[config.mk]
export PLATFORM = sky130hd
export DESIGN_NAME = issue_bypass
export DESIGN_NICKNAME = d
export VERILOG_FILES = /design/src/rtl/issue_bypass.sv
export SDC_FILE = /design/constraint.sdc
export NUM_CORES = 1
export LEC_CHECK = 0
export ABC_CLOCK_PERIOD_IN_PS = 4030
export CAP_MARGIN = 15
export CORE_ASPECT_RATIO = 0.75
export CORE_MARGIN = 2
export CORE_UTILIZATION = 30
export DETAILED_ROUTE_END_ITERATION = 8
export PLACE_DENSITY_LB_ADDON = 0.12
export SETUP_SLACK_MARGIN = 0.5
export SYNTH_ARGS = -nofsm -noshare
export SYNTH_HDL_FRONTEND = slang
export SYNTH_SLANG_ARGS = --single-unit
[constraint.sdc]
create_clock -name clk -period 4.03 [get_ports clk]
set_input_delay 0.806 -clock clk [delete_from_list [all_inputs] [get_ports clk]]
set_output_delay 0.806 -clock clk [all_outputs]
set_load 0.03 [all_outputs]
[src/rtl/issue_bypass.sv]
module issue_bypass #(
  parameter int DATA_W = 64,
  parameter int NREG = 8,
  parameter logic [DATA_W-1:0] INIT_STEP = 64'h9E37_79B9_7F4A_7C15,
  localparam int AW = $clog2(NREG)
) (
  input  logic              clk,
  input  logic              rst_n,
  input  logic              in_valid,
  output logic              in_ready,
  input  logic [AW-1:0]     in_src_a,
  input  logic [AW-1:0]     in_src_b,
  input  logic [AW-1:0]     in_dst,
  output logic              wb_valid,
  output logic [AW-1:0]     wb_dst,
  output logic [DATA_W-1:0] wb_data
);
  localparam int HALF = DATA_W / 2;
  localparam logic [1:0] T_IDLE = 2'd0, T_E1 = 2'd1, T_E2 = 2'd2, T_XB = 2'd3;

  logic [1:0]        tag  [NREG];
  logic [DATA_W-1:0] bank [NREG];

  logic              e1_v;
  logic [AW-1:0]     e1_dst;
  logic [DATA_W-1:0] e1_a, e1_b;

  logic              e2_v, e2_c;
  logic [AW-1:0]     e2_dst;
  logic [HALF-1:0]   e2_lo, e2_ahi, e2_bhi;

  logic              xb_v;
  logic [AW-1:0]     xb_dst;
  logic [DATA_W-1:0] xb_data;

  logic [1:0] tag_a, tag_b;
  logic       issue;
  logic [DATA_W-1:0] op_a, op_b;
  logic [HALF:0]     lo_sum;
  logic [HALF-1:0]   hi_sum;

  assign tag_a = tag[in_src_a];
  assign tag_b = tag[in_src_b];
  assign in_ready = !(tag_a == T_E1 || tag_a == T_E2 || tag_b == T_E1 || tag_b == T_E2);
  assign issue = in_valid && in_ready;
  assign op_a = (tag_a == T_XB) ? xb_data : bank[in_src_a];
  assign op_b = (tag_b == T_XB) ? xb_data : bank[in_src_b];
  assign lo_sum = {1'b0, e1_a[HALF-1:0]} + {1'b0, e1_b[HALF-1:0]};
  assign hi_sum = e2_ahi + e2_bhi + {{(HALF-1){1'b0}}, e2_c};

  always_ff @(posedge clk or negedge rst_n) begin
    if (!rst_n) begin
      for (int i = 0; i < NREG; i++) tag[i] <= T_IDLE;
    end else begin
      for (int i = 0; i < NREG; i++) begin
        if (issue && in_dst == AW'(i)) tag[i] <= T_E1;
        else begin
          case (tag[i])
            T_E1:    tag[i] <= T_E2;
            T_E2:    tag[i] <= T_XB;
            default: tag[i] <= T_IDLE;
          endcase
        end
      end
    end
  end

  always_ff @(posedge clk or negedge rst_n) begin
    if (!rst_n) begin
      e1_v <= 1'b0; e1_dst <= '0; e1_a <= '0; e1_b <= '0;
    end else begin
      e1_v <= issue;
      if (issue) begin
        e1_dst <= in_dst;
        e1_a   <= op_a;
        e1_b   <= op_b;
      end
    end
  end

  always_ff @(posedge clk or negedge rst_n) begin
    if (!rst_n) begin
      e2_v <= 1'b0; e2_c <= 1'b0; e2_dst <= '0;
      e2_lo <= '0; e2_ahi <= '0; e2_bhi <= '0;
    end else begin
      e2_v <= e1_v;
      if (e1_v) begin
        e2_dst <= e1_dst;
        e2_lo  <= lo_sum[HALF-1:0];
        e2_c   <= lo_sum[HALF];
        e2_ahi <= e1_a[DATA_W-1:HALF];
        e2_bhi <= e1_b[DATA_W-1:HALF];
      end
    end
  end

  always_ff @(posedge clk or negedge rst_n) begin
    if (!rst_n) begin
      xb_v <= 1'b0; xb_dst <= '0; xb_data <= '0;
    end else begin
      xb_v <= e2_v;
      if (e2_v) begin
        xb_dst  <= e2_dst;
        xb_data <= {hi_sum, e2_lo};
      end
    end
  end

  always_ff @(posedge clk or negedge rst_n) begin
    if (!rst_n) begin
      for (int i = 0; i < NREG; i++) bank[i] <= INIT_STEP * DATA_W'(i + 1);
    end else if (xb_v) begin
      bank[xb_dst] <= xb_data;
    end
  end

  assign wb_valid = xb_v;
  assign wb_dst   = xb_dst;
  assign wb_data  = xb_data;

  for (genvar r = 0; r < NREG; r++) begin : g_tag_chk
    p_tag_e1_r4: assert property (@(posedge clk) disable iff (!rst_n)
      tag[r] == T_E1 |-> e1_v && e1_dst == AW'(r));
    p_tag_e2_r4: assert property (@(posedge clk) disable iff (!rst_n)
      tag[r] == T_E2 |-> e2_v && e2_dst == AW'(r));
    p_tag_xb_r5: assert property (@(posedge clk) disable iff (!rst_n)
      tag[r] == T_XB |-> xb_v && xb_dst == AW'(r));
  end

  p_hold_r4: assert property (@(posedge clk) disable iff (!rst_n)
    (in_valid && !in_ready) |=> !e1_v);
  p_idle_r10: assert property (@(posedge clk) disable iff (!rst_n)
    !in_valid |=> !e1_v);
  p_latency_r2: assert property (@(posedge clk) disable iff (!rst_n)
    xb_v |-> $past(e1_v, 2) && $past(e1_dst, 2) == xb_dst);
  p_sum_r3: assert property (@(posedge clk) disable iff (!rst_n)
    xb_v |-> xb_data == $past(e1_a, 2) + $past(e1_b, 2));
  p_fwd_r5: assert property (@(posedge clk) disable iff (!rst_n)
    (issue && tag_a == T_XB) |=> e1_a == $past(xb_data));
  p_bank_new_r6: assert property (@(posedge clk) disable iff (!rst_n)
    xb_v |=> bank[$past(xb_dst)] == $past(xb_data));
endmodule

==> results.txt, run 1 <==
Pleak: 21.5 nW
Fin nets: 3334
Clock share of power: 38.8%
Clock tree sinks: 829
Final hold violations: 0
Area grow syn2layout: 13.9%
CTS H-tree lvls: 3
HP Class: input port to asynchronous set/reset pin
Achievable Freq: 294 MHz
Switching share of power: 30.3%
RSZ-0062 raised after global routing: no
Slowest cell on the critical path: mux4_2
Sequential share of power: 42.7%
DIE AREA: 0.147 mm2
Post-DP HPWL: 74400 um
Post-Place Cells: 5044
Initial antenna violation count: 2
Total GRT Usage: 16.5%
Post-CTS Hold Buffers: 0
Final clock skew: 0.0235 ns
Number of detailed-route iterations in the first pass: 7
Slew @ Worst Pin: 1.04 ns
DR vias: 27202
Synth Flop Type: dfrtp_1
Largest net degree at the start of global routing: 109
Vias per inst: 5.21
Root buf cell: clkbuf_16
Synth Register Bits: 829
Row count: 120
P per Cell Area: 459 mW/mm2
Synth Warn #: 0
Sequential element share of the synthesized area: 48.7%
Syn nets: 3376
Placer Congestion: 0.786
Internal power: 15.8 mW
Vias in the first global route: 29358
VDD IR max: 0.000341 V
Synth unique cells: 74
Async S/R FF share, synth: 100%
Tcrit/Tclk final: 84.5%
Max-slew violation count: 0
P_sw: 6.85 mW
Synth Cell Area: 0.0433 mm2
Critical-path cell list: mux4_2 > mux2_2 > ha_4 > nor2_4 > buf_4
Initial Utilization: 30.3%
Crit end category: primary output
Startpoint types: flip-flop
Setup Crit Path Kind: flip-flop to primary output
Commonest non-fill, non-tap cell in the layout: mux2_2
WL final: 121000 um
Worst-skew pair later-pin latency: 0.70 ns
CTS Buf Count: 93
Cells after Synth: 3290
# IOs: 81
Status: complete, no violations
CTS tree: built
Sum Neg Setup Slack: 0 ns
Clock-pin slew on the worst setup and hold paths: 0.06 ns
Area of the core: 0.143 mm2
Slack of the critical path: 0.625 ns
Final setup violation count: 0
Worst slack, placed: 0.652 ns
Post-synth EDFFs: 0
Antenna-violating nets left: 0
Post-Layout Cell Count: 5219
Max cap viols: 0
Port bufs: 80
Global route overflow: 0
Global-route wire length before repair: 188000 um
Most frequent cells in the layout: mux2_2, dfrtp_1, dfstp_2, mux4_2, nand2_1
CTS max path bufs: 3
DRC: 0
Logic pwr share: 18.5%
Pwr Total: 22.6 mW
Layout cell share with drive strength beyond 1: 43.8%
Min Clock Period, post-route: 3.40 ns
Slew HR: 30.6%
Mean Syn Cell Area: 13.2 um2
Crit path max fanout: 3
Req. time, crit path: 3.22 ns
Die span in x: 443 um
Largest stage delay, worst path: 0.49 ns
DRT iter0 DRCs: 1413
CP arrival: 2.60 ns
Routed len/inst: 23.2 um
Die H: 333 um
==> worst max-delay path, delay by kind of cell (launching register included) <==
| kind | cells | cell delay, ns |
|---|---|---|
| DFF | 1 | 0.42 |
| and+or+nand+nor | 1 | 0.22 |
| muxes | 2 | 0.80 |
| adders and majority gates | 1 | 0.25 |
| buffers and inverters | 1 | 0.21 |
==> synth_stat cells (37+ instances only) <==
cell | instances | area share, %
dfrtp_1 | 543 | 31
a21o_1 | 42 | 0.73
a21oi_1 | 196 | 2.3
dfstp_2 | 286 | 17
mux2i_1 | 129 | 3.0
o21ai_0 | 147 | 1.7
clkbuf_1 | 234 | 2.0
ha_1 | 71 | 2.1
buf_2 | 37 | 0.43
nor2_1 | 171 | 1.5
nand2_1 | 199 | 1.7
mux4_2 | 264 | 14
mux2_2 | 655 | 17
==> layout make-up <==
class                      instances  area [um2]
antenna                            1        2.50
clock buffer                     151        2840
clock inverter                    23         294
fill                           13813       93600
inverter                          33         124
multi-input combinational       2139       21000
sequential                       829       21100
tap                             1891        2370
timing repair buffer             152        1590
==> metrics by stage <==
step	area, um2	util (%)	hold slack [ns]
floorplan	43300	-	0.352
global placement	46200	32.3	0.458
detailed placement	46200	32.3	0.465
CTS	49300	34.5	0.211
global route	49300	34.5	0.233
finish	49300	34.5	0.214
==> state kept, by name, summed over array words and instances, names as in the netlist, 16 cells and up <==
signal / count
e2_lo: 32
e2_ahi: 32
e1_a: 64
e1_b: 64
tag: 16
wb_data: 64
bank: 512
e2_bhi: 32
==> cells by family (layout without fill, tap and decap cells) <==
logic type | after synthesis | in the layout | synth area share [%]
AOI/OAI and AO/OA | 498 | 498 | 6.76
DFF | 829 | 829 | 48.7
other | 0 | 1 | 0
buffers and inverters | 322 | 359 | 2.93
xor gates and xnor gates | 47 | 47 | 0.951
adders and majority gates | 74 | 74 | 2.19
muxes | 1049 | 1049 | 33.8
and+or+nand+nor | 471 | 471 | 4.64
==> metal layers <==
metal | global-route usage [%] | up-vias | part of all wire [%]
met4 | 4.02 | 0 | 2.3
li1 | - | 12104 | -
met5 | 0 | - | 0
met1 | 23.0 | 14538 | 48
met2 | 27.0 | 383 | 47
met3 | 2.43 | 177 | 2.7
==> power by group through the flow <==
stage	clock, mW	sequential (mW)	combinational, mW
after floorplan	0	9.47	2.88
after global placement	0	9.75	4.22
after detailed placement	0	9.81	4.30
after CTS	9.11	9.67	4.31
after global routing	9.45	9.76	4.58
final	8.79	9.65	4.19
==> worst paths after layout <==
check / from / endpoint / slack [ns] / cells after the start
max: tag[9]$_DFF_PN0_ / in_ready / 0.63 / 5
max reg2reg: e2_c$_DFFE_PN0P_ / wb_data[61]$_DFFE_PN0P_ / 0.73 / 9
max in group asynchronous: rst_n / bank[184]$_DFFE_PN1P_ / 2.81 / 2
min reg2reg: e1_b[42]$_DFFE_PN0P_ / e1_b[42]$_DFFE_PN0P_ / 0.47 / 2
min in group clk: e1_b[42]$_DFFE_PN0P_ / e1_b[42]$_DFFE_PN0P_ / 0.47 / 2
min: rst_n / bank[24]$_DFFE_PN0P_ / 0.21 / 1
==> timing repair <==
| action | CTS | global route |
|---|---|---|
| buffers inserted | 0 | 0 |
| setup endpoints to repair | 0 | 4 |
| hold endpoints to repair | 0 | 0 |
| resized for setup | 0 | 1 |
Note: power is estimated with default switching activity, not from simulation.
==> inputs of run 2 (changes only) <==
--- a/config.mk
+++ b/config.mk
@@ -5,7 +5,7 @@
 export SDC_FILE = /design/constraint.sdc
 export NUM_CORES = 1
 export LEC_CHECK = 0
-export ABC_CLOCK_PERIOD_IN_PS = 4030
+export ABC_CLOCK_PERIOD_IN_PS = 3400
 export CAP_MARGIN = 15
 export CORE_ASPECT_RATIO = 0.75
 export CORE_MARGIN = 2
==> constraint.sdc (replaced) <==
create_clock -name clk -period 3.4 [get_ports clk]
set_input_delay 0.68 -clock clk [delete_from_list [all_inputs] [get_ports clk]]
set_output_delay 0.68 -clock clk [all_outputs]
set_load 0.03 [all_outputs]
==> run 2 against run 1 <==
Combinational power rose by 26%. Non-clock buffer count rose by 28. Total power rose by 22%. Worst setup slack got worse by 0.28 ns. Die area did not move. Via count rose by 0.43%. Register-to-register slack got worse by 0.18 ns. Clock-buffer cell count fell by 18. Global-route usage rose by 0.15 points. Worst hold slack got worse by 0.16 ns.
==> results.txt, run 2 (synthesis gave the netlist of run 1 again) <==
Final hold violations: 0
Antenna-violating nets left: 0
Fin nets: 3364
Crit end category: primary output
CTS Buf Count: 95
VDD IR max: 0.000407 V
Total GRT Usage: 16.7%
Largest net degree at the start of global routing: 97
Max FFs per register: 512
Root buf cell: clkbuf_16
FF-to-FF End: e2_lo[30]$_DFFE_PN0P_
Reg-to-reg critical path startpoint: e1_a[16]$_DFFE_PN0P_
Die span in x: 443 um
Fillcell total: 13777
HP Class: input port to asynchronous set/reset pin
Worst Path Buf+Inv: 1
DRT iter0 DRCs: 1419
Top delay family on crit path: multiplexers
Min Clock Period, post-route: 3.06 ns
Initial antenna violation count: 3
RSZ-0062 raised after global routing: yes
Pleak: 21.9 nW
Setup Crit Path Kind: flip-flop to primary output
Area grow syn2layout: 15.9%
DIE AREA: 0.147 mm2
Global-route wire length before repair: 189000 um
Post-Place Cells: 5057
Critical-path cell list: mux4_2 > mux2_4 > ha_4 > nor2_4 > buf_6
Routed len/inst: 23.3 um
Post-CTS Hold Buffers: 0
Final clock skew: 0.0290 ns
Crit path max fanout: 3
Startpoint types: flip-flop
DR vias: 27318
Biggest register: bank
Layout cell share with drive strength beyond 1: 46.0%
Clock tree sinks: 829
Vias per inst: 5.20
Clock-pin slew on the worst setup and hold paths: 0.06 ns
Slack of the critical path: 0.342 ns
Post-Layout Cell Count: 5251
Placer Congestion: 0.810
CP arrival: 2.38 ns
Final setup violation count: 0
Slew @ Worst Pin: 0.846 ns
CTS tree: built
Req. time, crit path: 2.72 ns
Worst slack, placed: 0.160 ns
Max cap viols: 0
Worst-case hold slack: 0.0569 ns
Slowest cell on the critical path: mux4_2
Sum Neg Setup Slack: 0 ns
Area of the core: 0.143 mm2
CTS H-tree lvls: 3
Largest stage delay, worst path: 0.48 ns
P per Cell Area: 548 mW/mm2
Worst-skew pair later-pin latency: 0.70 ns
Worst setup endpoint: in_ready
Number of detailed-route iterations in the first pass: 5
Tcrit/Tclk final: 89.9%
WP depth: 5
Global route overflow: 0
Row count: 120
WL final: 122000 um
Port bufs: 80
FF-to-FF path depth: 10
Setup slack, reg-to-reg: 0.55 ns
CTS max path bufs: 3
# IOs: 81
Achievable Freq: 327 MHz
Commonest non-fill, non-tap cell in the layout: mux2_2
Initial Utilization: 30.3%
Die H: 333 um
Worst Setup SP: tag[9]$_DFF_PN0_
Max-slew violation count: 0
Status: complete, no violations
Slew HR: 43.6%
Post-DP HPWL: 73800 um
Vias in the first global route: 29347
DRC: 0
Most frequent cells in the layout: mux2_2, dfrtp_1, dfstp_2, mux4_2, nand2_1
run 2: cell types whose count changed in the layout (fill, tap and decap cells not counted), moves of 8 or more:
| cell | previous run | this run |
|---|---|---|
| o21ai_0 | 146 | 52 |
| a21oi_2 | 1 | 9 |
| a21oi_1 | 196 | 186 |
| buf_4 | 54 | 63 |
| clkbuf_1 | 33 | 18 |
| clkdlybuf4s50_1 | 72 | 56 |
| dlygate4sd2_1 | 0 | 8 |
| dlymetal6s2s_1 | 0 | 8 |
| o21ai_1 | 16 | 110 |
| buf_12 | 18 | 34 |
run 2: cell type report:
class,instances,area (um2),area share [%]
Clock buffer,133,2740,5.46
Sequential cell,829,21100,42.1
Antenna cell,1,2.50,0.00498
Inverter,33,124,0.247
Timing Repair Buffer,180,2020,4.02
Multi-Input combinational cell,2139,21300,42.4
Clock inverter,45,546,1.09
Tap cell,1891,2370,4.71
run 2: worst min path at each step:
stage | startpoint | end | slack [ns]
after detailed placement | e1_b[62]$_DFFE_PN0P_ | e1_b[62]$_DFFE_PN0P_ | 0.47
after global routing | rst_n | bank[245]$_DFFE_PN0P_ | 0.05
after CTS | rst_n | tag[1]$_DFF_PN0_ | 0.04
final | rst_n | wb_data[56]$_DFFE_PN0P_ | 0.06
after global placement | e1_b[46]$_DFFE_PN0P_ | e1_b[46]$_DFFE_PN0P_ | 0.47
after floorplan | e1_v$_DFF_PN0_ | e2_v$_DFF_PN0_ | 0.35
run 2: timing repair:
item | CTS | global route
setup buffers | 1 | 14
resized for setup | 31 | 47
endpoints found under the setup margin | 31 | 31
endpoints found under the hold margin | 0 | 0
pin swaps | 3 | 29
run 2: per-stage QoR:
step | power (mW) | util (%) | area, um2
final | 27.5 | 35.1 | 50200
after global routing | 28.9 | 35.1 | 50200
after CTS | 28.0 | 34.9 | 49900
after detailed placement | 16.9 | 32.5 | 46500
after global placement | 16.8 | 32.5 | 46500
after floorplan | 14.8 | - | 43500
run 2: power breakdown:
group	switching, mW	total (mW)	leakage [nW]	internal (mW)
registers	0.774	11.4	10.4	10.6
logic	3.19	5.28	9.85	2.09
clock network	4.36	10.8	1.62	6.47
run 2: metal layers:
layer,vias to the layer above,track usage [%],part of all wire (%)
met5,-,0,0.022
met4,4,4.40,2.4
met3,195,3.13,3.6
met2,410,27.1,47
met1,14539,22.8,47
li1,12170,-,-
run 2: worst reg2reg max path: stages (launching register included):
cell and delay, ns:
dfrtp_1 0.39, ha_2 0.35, nand2_1 0.13, o21a_1 0.20, or3b_1 0.40, a2111oi_4 0.34, buf_6 0.18, o31ai_4 0.07
a221oi_2 0.29, xnor2_1 0.10, mux2_4 0.25
